--- config.mk ---
export PLATFORM = sky130hd
export DESIGN_NAME = can_bit_timer
export DESIGN_NICKNAME = d
export VERILOG_FILES = /design/src/rtl/can_bt_pkg.sv /design/src/rtl/can_bt_cfg.sv /design/src/rtl/can_bt_timer.sv /design/src/rtl/can_bt_vote.sv /design/src/rtl/can_bit_timer.sv
export SDC_FILE = /design/constraint.sdc
export NUM_CORES = 1
export LEC_CHECK = 0
export ABC_AREA = 1
export CAP_MARGIN = 20
export CORE_ASPECT_RATIO = 1.5
export CORE_MARGIN = 4
export CORE_UTILIZATION = 45
export DETAILED_ROUTE_END_ITERATION = 10
export GPL_ROUTABILITY_DRIVEN = 1
export PLACE_DENSITY = 0.74
export SETUP_SLACK_MARGIN = 0.15
export SYNTH_ARGS = -nofsm -noshare
export SYNTH_HDL_FRONTEND = slang
export SYNTH_HIERARCHICAL = 1
export SYNTH_SLANG_ARGS = --single-unit
export TNS_END_PERCENT = 30
--- constraint.sdc ---
create_clock -name clk -period 2.48 [get_ports clk]
set_input_delay 0.372 -clock clk [delete_from_list [all_inputs] [get_ports clk]]
set_output_delay 0.372 -clock clk [all_outputs]
set_load 0.01 [all_outputs]
--- src/rtl/can_bt_pkg.sv ---
`timescale 1ns/1ps
package can_bt_pkg;
  localparam int T1_W       = 4;
  localparam int T2_W       = 3;
  localparam int SJW_W      = 2;
  localparam int CFG_W      = 1 + T2_W + T1_W;
  localparam int MIN_BIT_TQ = 8;
  localparam int N_VOTE     = 3;
  localparam int MAX_BIT_TQ = 1 + (1 << T1_W) + (1 << T2_W);
  localparam int TQ_W       = $clog2(MAX_BIT_TQ + N_VOTE);

  typedef logic [TQ_W-1:0] tq_t;

  typedef struct packed {
    logic            triple;
    logic [T2_W-1:0] t2;
    logic [T1_W-1:0] t1;
  } cfg_t;

  typedef enum logic {ST_IDLE, ST_RUN} tstate_e;
endpackage

--- src/rtl/can_bt_cfg.sv ---
`timescale 1ns/1ps
module can_bt_cfg
  import can_bt_pkg::*;
(
  input  logic             clk,
  input  logic             rst,
  input  logic             init_i,
  input  logic             wr_i,
  input  logic [CFG_W-1:0] wdata_i,
  input  logic [SJW_W-1:0] sjw_i,
  output cfg_t             cfg_o,
  output tq_t              seg1_o,
  output tq_t              bit_len_o,
  output logic             ok_o,
  output logic             bad_o
);
  cfg_t cfg_q;
  logic bad_q;
  tq_t  seg2, sjw_tq;

  always_ff @(posedge clk) begin
    if (rst) begin
      cfg_q <= '0;
    end else if (wr_i && init_i) begin
      cfg_q <= cfg_t'(wdata_i);
    end
  end

  always_comb begin
    seg1_o    = tq_t'(cfg_q.t1) + tq_t'(1);
    seg2      = tq_t'(cfg_q.t2) + tq_t'(1);
    sjw_tq    = tq_t'(sjw_i) + tq_t'(1);
    bit_len_o = seg1_o + seg2 + tq_t'(1);
    ok_o      = (cfg_q.t1 != '0) && (cfg_q.t2 != '0) &&
                (seg2 > sjw_tq) && (seg1_o >= seg2) &&
                (bit_len_o >= tq_t'(MIN_BIT_TQ));
  end

  always_ff @(posedge clk) begin
    if (rst) begin
      bad_q <= 1'b1;
    end else begin
      bad_q <= ~ok_o;
    end
  end

  assign cfg_o = cfg_q;
  assign bad_o = bad_q;
endmodule

--- src/rtl/can_bt_timer.sv ---
`timescale 1ns/1ps
module can_bt_timer
  import can_bt_pkg::*;
#(
  parameter int IDLE_BITS = 11
)(
  input  logic clk,
  input  logic rst,
  input  logic run_en_i,
  input  logic tick_i,
  input  logic rx_i,
  input  logic vote_i,
  input  tq_t  seg1_i,
  input  tq_t  bit_len_i,
  output logic cap_o,
  output logic smp_o,
  output logic bit_end_o
);
  localparam int REC_W = $clog2(IDLE_BITS + 1);
  typedef logic [REC_W-1:0] rec_t;

  tstate_e state_q;
  tq_t     cnt_q;
  rec_t    rec_q;
  logic    rx_prev_q;
  logic    end_q;
  logic    fall, tick_run, at_last, rec_full;

  assign fall     = rx_prev_q & ~rx_i;
  assign tick_run = tick_i & run_en_i & (state_q == ST_RUN);
  assign at_last  = (cnt_q == bit_len_i - tq_t'(1));
  assign rec_full = (rec_q == rec_t'(IDLE_BITS));
  assign smp_o    = tick_run && (cnt_q == seg1_i);
  assign cap_o    = tick_run && (cnt_q + tq_t'(N_VOTE - 1) >= seg1_i) &&
                    (cnt_q <= seg1_i);

  always_ff @(posedge clk) begin
    if (rst) begin
      rx_prev_q <= 1'b1;
    end else begin
      rx_prev_q <= rx_i;
    end
  end

  always_ff @(posedge clk) begin
    if (rst) begin
      state_q <= ST_IDLE;
      cnt_q   <= '0;
      rec_q   <= '0;
      end_q   <= 1'b0;
    end else begin
      end_q <= 1'b0;
      if (!run_en_i) begin
        state_q <= ST_IDLE;
        cnt_q   <= '0;
        rec_q   <= '0;
      end else begin
        case (state_q)
          ST_IDLE: begin
            if (fall) begin
              state_q <= ST_RUN;
              cnt_q   <= '0;
              rec_q   <= '0;
            end
          end
          default: begin
            if (tick_run) begin
              if (smp_o) begin
                if (!vote_i) begin
                  rec_q <= '0;
                end else if (!rec_full) begin
                  rec_q <= rec_q + rec_t'(1);
                end
              end
              if (at_last) begin
                cnt_q <= '0;
                end_q <= 1'b1;
                if (rec_full) begin
                  state_q <= ST_IDLE;
                end
              end else begin
                cnt_q <= cnt_q + tq_t'(1);
              end
            end
          end
        endcase
      end
    end
  end

  assign bit_end_o = end_q;
endmodule

--- src/rtl/can_bt_vote.sv ---
`timescale 1ns/1ps
module can_bt_vote
  import can_bt_pkg::*;
(
  input  logic clk,
  input  logic rst,
  input  logic triple_i,
  input  logic cap_i,
  input  logic smp_i,
  input  logic rx_i,
  output logic vote_o,
  output logic bit_o,
  output logic sample_o
);
  localparam int HIST_W = N_VOTE - 1;
  localparam int ONES_W = $clog2(N_VOTE + 1);

  logic [HIST_W-1:0] hist_q;
  logic [N_VOTE-1:0] window;
  logic [ONES_W-1:0] ones;
  logic              bit_q, smp_q;

  always_comb begin
    window = {hist_q, rx_i};
    ones   = '0;
    for (int i = 0; i < N_VOTE; i++) begin
      ones = ones + ONES_W'(window[i]);
    end
    vote_o = triple_i ? (ones > ONES_W'(N_VOTE / 2)) : rx_i;
  end

  generate
    if (HIST_W > 1) begin : g_hist_wide
      always_ff @(posedge clk) begin
        if (rst) begin
          hist_q <= '1;
        end else if (cap_i) begin
          hist_q <= {hist_q[HIST_W-2:0], rx_i};
        end
      end
    end else begin : g_hist_one
      always_ff @(posedge clk) begin
        if (rst) begin
          hist_q <= '1;
        end else if (cap_i) begin
          hist_q <= rx_i;
        end
      end
    end
  endgenerate

  always_ff @(posedge clk) begin
    if (rst) begin
      bit_q <= 1'b1;
      smp_q <= 1'b0;
    end else begin
      smp_q <= smp_i;
      if (smp_i) begin
        bit_q <= vote_o;
      end
    end
  end

  assign bit_o    = bit_q;
  assign sample_o = smp_q;
endmodule

--- src/rtl/can_bit_timer.sv ---
`timescale 1ns/1ps
module can_bit_timer
  import can_bt_pkg::*;
#(
  parameter int IDLE_BITS = 11
)(
  input  logic             clk,
  input  logic             rst,
  input  logic [2:0]       mode_i,
  input  logic             cfg_wr_i,
  input  logic [CFG_W-1:0] cfg_wdata_i,
  output logic [CFG_W-1:0] cfg_rdata_o,
  input  logic [SJW_W-1:0] sjw_i,
  input  logic             tq_tick_i,
  input  logic             rx_i,
  output logic             bit_o,
  output logic             sample_o,
  output logic             bit_end_o,
  output logic             cfg_bad_o
);
  cfg_t cfg;
  tq_t  seg1, bit_len;
  logic cfg_ok, run_en, cap, smp, vote;
  logic unused_mode;

  assign unused_mode = ^mode_i[1:0];
  assign run_en      = cfg_ok & ~mode_i[2];
  assign cfg_rdata_o = cfg;

  can_bt_cfg u_cfg (
    .clk       (clk),
    .rst       (rst),
    .init_i    (mode_i[2]),
    .wr_i      (cfg_wr_i),
    .wdata_i   (cfg_wdata_i),
    .sjw_i     (sjw_i),
    .cfg_o     (cfg),
    .seg1_o    (seg1),
    .bit_len_o (bit_len),
    .ok_o      (cfg_ok),
    .bad_o     (cfg_bad_o)
  );

  can_bt_timer #(.IDLE_BITS(IDLE_BITS)) u_timer (
    .clk       (clk),
    .rst       (rst),
    .run_en_i  (run_en),
    .tick_i    (tq_tick_i),
    .rx_i      (rx_i),
    .vote_i    (vote),
    .seg1_i    (seg1),
    .bit_len_i (bit_len),
    .cap_o     (cap),
    .smp_o     (smp),
    .bit_end_o (bit_end_o)
  );

  can_bt_vote u_vote (
    .clk      (clk),
    .rst      (rst),
    .triple_i (cfg.triple),
    .cap_i    (cap),
    .smp_i    (smp),
    .rx_i     (rx_i),
    .vote_o   (vote),
    .bit_o    (bit_o),
    .sample_o (sample_o)
  );
endmodule

## After elaboration in Yosys (flattened, before gate mapping)

Cells that the tools add are included.

- Add/sub/neg operators: 11
- Order comparisons: 6
- Equal/unequal tests: 6
- Multiplexer cells: 17
- Bitwise gates (word level): 10
- Reduce and logical (&&, ||, !) cells: 15

Operators by type and width:

| operator | count |
|---|---|
| $mux 4 | 6 |
| $mux 5 | 4 |
| $add 5x1->5 const B | 2 |
| $eq 5x5->1 | 2 |
| $ge 5x5->1 | 2 |
| $logic_and 1x1->1 | 8 |
| $mux 1 | 7 |
| $not 1->1 | 6 |
| $add 4x1->5 const B | 1 |
| $add 5x2->5 const B | 1 |
| $add 5x5->5 | 1 |
| $ge 5x4->1 const B | 1 |
| $gt 5x5->1 | 1 |
| $le 5x5->1 | 1 |
| $sub 5x1->5 const B | 1 |
| $add 3x1->4 const B | 1 |
| $add 4x1->4 const B | 1 |
| $and 1x1->1 | 4 |
| $eq 4x4->1 const B | 1 |
| $reduce_and 4->1 | 1 |
| $reduce_bool 4->1 | 1 |
| $reduce_or 4->1 | 1 |
| $add 2x1->3 const B | 1 |
| $ne 3x3->1 const B | 1 |
| 9 further kinds | 9 |

- Flip-flop bits (word level): 25
- Input port bits: 18
- Output and inout port bits: 12
- Word-level logic and storage cells: 77

## Longest topological paths before layout

- Depth in word-level cells: 12
- Depth in mapped cells: 23

## Hierarchy

The synthesis kept the hierarchy.

By module, submodules not included:

| module | instances | cells an instance | area each (µm²) | sequential area each (µm²) |
|---|---|---|---|---|
| can_bt_timer | 1 | 170 | 1066.0 | 240.2 |
| can_bt_cfg | 1 | 128 | 899.6 | 180.2 |
| can_bt_vote | 1 | 23 | 171.4 | 80.1 |
| can_bit_timer | 1 | 2 | 10.0 | 0.0 |

## Least setup slack after synthesis

OpenSTA, ideal clock, no wires.

- Path kind: reg-to-reg
- Start: register u_cfg.cfg_q (netlist bit u_cfg/cfg_o[0])
- End: register u_vote.hist_q[0]
- Setup time: 0.119 ns
- Arrival time: 2.695 ns
- Data required time: 2.361 ns
- Slack: -0.334 ns
- Stages on the path, launching flop included: 23
- Buffers on the path: 0
- Path through: dfxtp_1 -> inv_1 -> ha_1 -> xor2_1 -> ha_1 -> clkinv_1 -> nand2_1 -> nand3_1 -> nand3_1 -> nand2_2 -> nand3_2 -> inv_2 -> nor2_2 -> inv_1 -> nor2_2 -> nand3_2 -> clkinv_2 -> nand4_1 -> o21ai_0 -> o31a_1 -> inv_1 -> nand2_1 -> nand3_1

- Cells in the longest elaborated chain, start to end: 10
- Elaborated cells between the ends (all ways): 17

Ends and longest elaborated chain:

| item | line | text |
|---|---|---|
| start: declaration | can_bt_cfg.sv:17 | `cfg_t cfg_q;` |
| start signal: assignment | can_bt_cfg.sv:25 | `cfg_q <= cfg_t'(wdata_i);` |
| $add 4x1->5 (*) | can_bt_cfg.sv:30 | `seg1_o = tq_t'(cfg_q.t1) + tq_t'(1);` |
| net seg1[0] | can_bit_timer.sv:22 | `tq_t seg1, bit_len;` |
| $add 5x5->5 | can_bt_cfg.sv:33 | `bit_len_o = seg1_o + seg2 + tq_t'(1);` |
| $add 5x1->5 | can_bt_cfg.sv:33 |  |
| $ge 5x4->1 | can_bt_cfg.sv:36 | `(bit_len_o >= tq_t'(MIN_BIT_TQ));` |
| $logic_and 1x1->1 (*) | can_bt_cfg.sv:35 | `(seg2 > sjw_tq) && (seg1_o >= seg2) &&` |
| net cfg_ok | can_bit_timer.sv:23 | `logic cfg_ok, run_en, cap, smp, vote;` |
| $and 1x1->1 (*) | can_bit_timer.sv:27 | `assign run_en = cfg_ok & ~mode_i[2];` |
| net run_en | can_bit_timer.sv:23 |  |
| $and 1x1->1 (*) (2 in a row) | can_bt_timer.sv:30 | `assign tick_run = tick_i & run_en_i & (state_q == ST_RUN);` |
| $logic_and 1x1->1 (*) (2 in a row) | can_bt_timer.sv:34 | `assign cap_o = tick_run && (cnt_q + tq_t'(N_VOTE - 1) >= seg1_i) &&` |
| net cap | can_bit_timer.sv:23 |  |
| end signal: assignment | can_bt_vote.sv:38 | `hist_q <= {hist_q[HIST_W-2:0], rx_i};` |
| end: declaration | can_bt_vote.sv:18 | `logic [HIST_W-1:0] hist_q;` |

The timed path passes the listed nets; every way through them passes the cells marked *.
A chain may end at the register's enable or synchronous reset.

## Final worst setup path

- Start: register u_cfg.cfg_q (netlist bit u_cfg/cfg_o[4])
- End: register u_vote.hist_q[0]

- Cells in the longest elaborated chain, start to end: 10
- Elaborated cells between the ends (all ways): 16

Ends and longest elaborated chain:

| item | line |
|---|---|
| $add 3x1->4 / $reduce_bool 3->1 (equally long branches) | can_bt_cfg.sv:31, can_bt_cfg.sv:34 |
| $add 5x5->5 (tied with other cells) | can_bt_cfg.sv:33 |
| $add 5x1->5 / $logic_and 1x1->1 (equally long branches) | can_bt_cfg.sv:33, can_bt_cfg.sv:34 |
| $ge 5x4->1 / $logic_and 1x1->1 (equally long branches) | can_bt_cfg.sv:36, can_bt_cfg.sv:35 |
| $logic_and 1x1->1 (*) | can_bt_cfg.sv:35 |
| net cfg_ok | can_bit_timer.sv:23 |
| $and 1x1->1 (*) | can_bit_timer.sv:27 |
| net run_en | can_bit_timer.sv:23 |
| $and 1x1->1 (*) (2 in a row) | can_bt_timer.sv:30 |
| $logic_and 1x1->1 (*) (2 in a row) | can_bt_timer.sv:34 |
| net cap | can_bit_timer.sv:23 |

Marks and branches as above.

==> results by stage <==
Timing:
- The shortest clock period the worst path allows after layout is 2740 ps.
- The number of pins with negative max-slew slack in the final report is 0.
- Setup repair after global routing could not meet its margin everywhere.
- The final worst-path cycle share is 110%.
- The slew at the pin with the worst max-slew slack is about 450 ps.
- The setup TNS after final layout is -2070 ps.
- Measured against its own limit, the worst slew margin works out to a little over two thirds.
- For this run, the top clock speed supported by timing is between 0.3 and 0.4 GHz.
- Setup violations remaining at the end of the flow were counted as 14.
- The clock arrives with around 1.9 ps of skew.
- The setup slack of the critical path after layout is -259 ps.
- The final hold violation count is 0.

Synth:
- The synthesized netlist devotes 32.4% of its cell area to simple gates.
- Synthesis produced a netlist whose cell count is roughly 320.
- After synthesis, the largest family of logic cells by area is simple AND/OR/NAND/NOR gates.
- The parity-gate share of the synthesized area counting xor and xnor cells is under 10%.
- The synthesized netlist devotes under 10% of its cell area to compound gates.
- The synthesized net count is approximately 370.
- The average size of a mapped cell is between 6 and 7 um2.
- Of the post-synthesis cell area, the part taken by muxes is 0%.
- Counting flops and latches in the post-synthesis netlist gives 25.
- Yosys mapped the design onto 28 distinct sky130hd cell types.
- The netlist area before placement is ~0.0021 mm2.
- Sequential cells were found to cover a little under a quarter of the synthesized design area.
- The fraction of the mapped netlist area in adder cells is a little under a fifth.
- The count of yosys warnings during synthesis is 6.

Final layout:
- The layout net count is 449.
- Relative to the synthesized area, the layout overhead comes to 48.1%.
- The final design instance area without fill is roughly 0.0032 mm2.
- The diode insertion count for antenna repair is 0.
- The number of non-filler instances in the completed layout is roughly 460.
- Of the cells placed in the final design, the portion with a size suffix greater than 1 is a little under a third.

GRT:
- The initial antenna violation count is 0.
- The number of global-route vias before repair is about 2300.
- Entering global routing, the biggest net connects 16 pins.
- The global-route wire length before repair is around 9000 um.
- The total routing usage reported by global routing is around a fifth.
- The leftover overflow at the end of global routing is 0.

Placed design:
- The estimated wirelength of the detail-placed design is roughly 4200 um.
- The count of buffers added on input and output ports is 27.
- The worst setup slack before clock tree synthesis is -596 ps.
- Routability-driven placement finished with a final weighted congestion of between 0.8 and 0.9.
- The instance count after placement with tap cells included is ~450.
- Once placement finished, the instance area stood at 0.00285 mm2.

Die:
- The top-level port count is 30.
- The full die area is roughly 0.0060 mm2.
- The die boundary width is roughly 64 um.
- For this configuration, the core starts out at a cell density of a little under half.
- After floorplanning, the core was sized to cover between 0.004 and 0.005 mm2.
- The height of the die is a little over 90 um.
- In this run the core area contains 30 standard-cell rows.

Power:
- The total power per unit cell area is between 300 and 400 mW/mm2.
- The worst-case IR drop observed on VDD is ~320 uV.
- The switching part of the total power is 35.6%.
- The leakage power is 1.47 nW.
- Summed over all nets, the switching power comes to 0.000439 W.
- The share of power burned in combinational logic is between 40% and 50%.
- The share of total power dissipated in the clock network is just under 20%.
- Registers are responsible for around a third of the overall power.
- Cell internal power was estimated by the tool at around 0.0008 W.

Clock network:
- Counting every sink on the clock net gives 25.
- The count of hold-fix buffers inserted at cts is 0.
- The clock latency on the worst-skew pair is roughly 270 ps.
- The number of clock buffers added by TritonCTS is 3.
- CTS built an H-tree with a depth of 1.
- The CTS tree is done.
- No sink is reached through more buffers than the 2 on the longest clock path.
- The master cell of the clock root buffer is clkbuf_8.
- Clock-pin slew was measured on the worst setup and hold paths at around 90 ps.

Run status:
- The flow ran to the end, but the final reports show violations.
- The final reports fail on setup timing.

Worst setup path:
- The startpoint of the worst-slack reg-to-reg timing path is u_cfg/cfg_o[4]$_SDFFE_PP0P_.
- Along the worst path, the maximum fanout reaches 4.
- Data on the critical path is required at its endpoint by between 2000 and 3000 ps.
- The worst setup path is launched from a flop.
- The data arrival time of the critical path is ~3000 ps.
- The worst setup path is captured at a flop.
- The kind of critical path is reg -> reg.
- The worst setup path startpoint is u_cfg/cfg_o[4]$_SDFFE_PP0P_.

Job:
- Max-cap violations in this run came to 0.

Route:
- The total iterations of the first detailed-routing run is 4.
- In this run the remaining antenna-violating nets after routing total 0.
- In the final routed layout, each cell accounts on average for about 12 um.
- Summing over every cut layer, the via total after detailed routing is around 2300.
- The number of vias per cell is between 4 and 5.
- The detailed router finished its first iteration with 63 violations.
- In the routed design, unresolved DRC markers number 0.
- After detailed routing, the total wire length is approximately 5500 um.

Worst hold path:
- The worst hold-check path type is reg -> reg.
- The startpoint of the most critical hold path is u_vote/bit_o$_SDFFE_PP1P_.
[flip-flops by register name (all words and copies together) (netlist names)]
| name | flops |
|---|---|
| u_timer/bit_end_o | 1 |
| u_vote/bit_o | 1 |
| u_timer/cnt_q | 5 |
| u_timer/rec_q | 4 |
| u_timer/rx_prev_q | 1 |
| u_cfg/cfg_o | 8 |
| u_vote/sample_o | 1 |
| u_vote/hist_q | 2 |
| u_timer/state_q | 1 |
| u_cfg/bad_o | 1 |
[cells in the mapped netlist (all sizes together)]
| cell type | n | area [um2] |
|---|---|---|
| a21oi | 25 | 129 |
| a31oi | 1 | 21.3 |
| and2 | 1 | 6.26 |
| buf | 2 | 10.0 |
| clkinv | 4 | 16.3 |
| dfxtp | 25 | 500 |
| ha | 31 | 388 |
| inv | 64 | 240 |
| nand2 | 75 | 302 |
| nand3 | 35 | 205 |
| nand4 | 6 | 37.5 |
| nor2 | 25 | 98.8 |
| nor3 | 4 | 20.0 |
| nor3b | 1 | 7.51 |
| nor4 | 2 | 12.5 |
| o21ai | 10 | 50.1 |
| o31a | 1 | 8.76 |
| or2 | 1 | 6.26 |
| xnor2 | 1 | 8.76 |
| xor2 | 9 | 78.8 |
[path summary, 6_finish.rpt]
path                                                       to  slack [ps]  cells past startpoint
worst min register to register      u_vote/bit_o$_SDFFE_PP1P_         480                      2
worst min-delay path                u_vote/bit_o$_SDFFE_PP1P_         480                      2
worst max register to register  u_vote/hist_q[0]$_SDFFE_PP1P_        -260                     22
worst max-delay path            u_vote/hist_q[0]$_SDFFE_PP1P_        -260                     22
[critical path, stage by stage (launching register included)]
cell and delay (ps):
dfxtp_4 380, ha_4 180, xnor2_4 180, inv_2 80, ha_4 260, buf_6 120, nand3_4 80, nand2_2 50
nand2_2 70, nand2_2 50, nand3_2 80, inv_2 40, nor2_2 110, inv_2 50, nor2_4 130, nand3_4 100
clkinv_4 80, nand4_1 100, o21ai_1 150, o31a_1 160, buf_4 120, nand2_1 50, nand3_1 60
[what timing repair did]
action,4_1_cts,5_1_grt
pin swaps,12,17
endpoints found under the setup margin,15,15
gates resized for setup,18,23
buffers inserted,7,7
[cells in the final DEF, fill, tap and decap left out, drive strengths merged]
| master | Yosys | final |
|---|---|---|
| clkbuf | 0 | 3 |
| and2 | 1 | 1 |
| nor4 | 2 | 2 |
| nor3b | 1 | 1 |
| o21ai | 10 | 10 |
| clkinv | 4 | 4 |
| a31oi | 1 | 1 |
| dfxtp | 25 | 25 |
| inv | 64 | 65 |
| buf | 2 | 47 |
| dlygate4sd2 | 0 | 1 |
| ha | 31 | 31 |
| or2 | 1 | 1 |
| nand4 | 6 | 6 |
| xnor2 | 1 | 1 |
| nor3 | 4 | 4 |
| o31a | 1 | 1 |
| nand2 | 75 | 75 |
| nor2 | 25 | 25 |
| nand3 | 35 | 35 |
| a21oi | 25 | 25 |
| clkdlybuf4s50 | 0 | 26 |
| xor2 | 9 | 9 |
[metrics by stage]
| step | power (W) | hold WS (ps) | utilization [%] |
|---|---|---|---|
| detailed placement | 0.000902 | 458 | 62.2 |
| global placement | 0.000894 | 450 | 62.2 |
| global route | 0.00132 | 518 | 69.4 |
| CTS | 0.00118 | 487 | 65.8 |
| floorplan | 0.000735 | 433 | - |
| finish | 0.00123 | 483 | 69.4 |
[power by group through the flow]
stage	Sequential (W)	Clock, W	Combinational, W
detailed placement	0.000432	0	0.000470
global placement	0.000432	0	0.000462
global route	0.000427	0.000267	0.000625
floorplan	0.000438	0	0.000297
CTS	0.000423	0.000252	0.000508
finish	0.000425	0.000245	0.000561
[per-layer routing]
| layer | wire (um) | GRT usage (%) | up-vias |
|---|---|---|---|
| met4 | 105 | 7.41 | 0 |
| met3 | 117 | 1.70 | 10 |
| li1 | - | - | 1181 |
| met5 | 0 | 0 | - |
| met2 | 3070 | 36.0 | 38 |
| met1 | 2190 | 20.7 | 1058 |
[area by class of cell]
| type | instances | area [um2] |
|---|---|---|
| Multi-Input combinational cell | 228 | 1630 |
| Fill cell | 405 | 1400 |
| Timing Repair Buffer | 74 | 629 |
| Sequential cell | 25 | 519 |
| Inverter | 68 | 274 |
| Tap cell | 64 | 80.1 |
| Clock buffer | 3 | 41.3 |
| Clock inverter | 1 | 5.00 |
[kinds of logic (layout without fill, tap and decap cells)]
group / after synthesis / in the layout
xor gates and xnor gates: 10 / 10
adders and majority gates: 31 / 31
AOI/OAI and AO/OA: 37 / 37
buffers and inverters: 70 / 146
DFF: 25 / 25
and+or+nand+nor: 150 / 150
(Power assumes the default switching activity.)
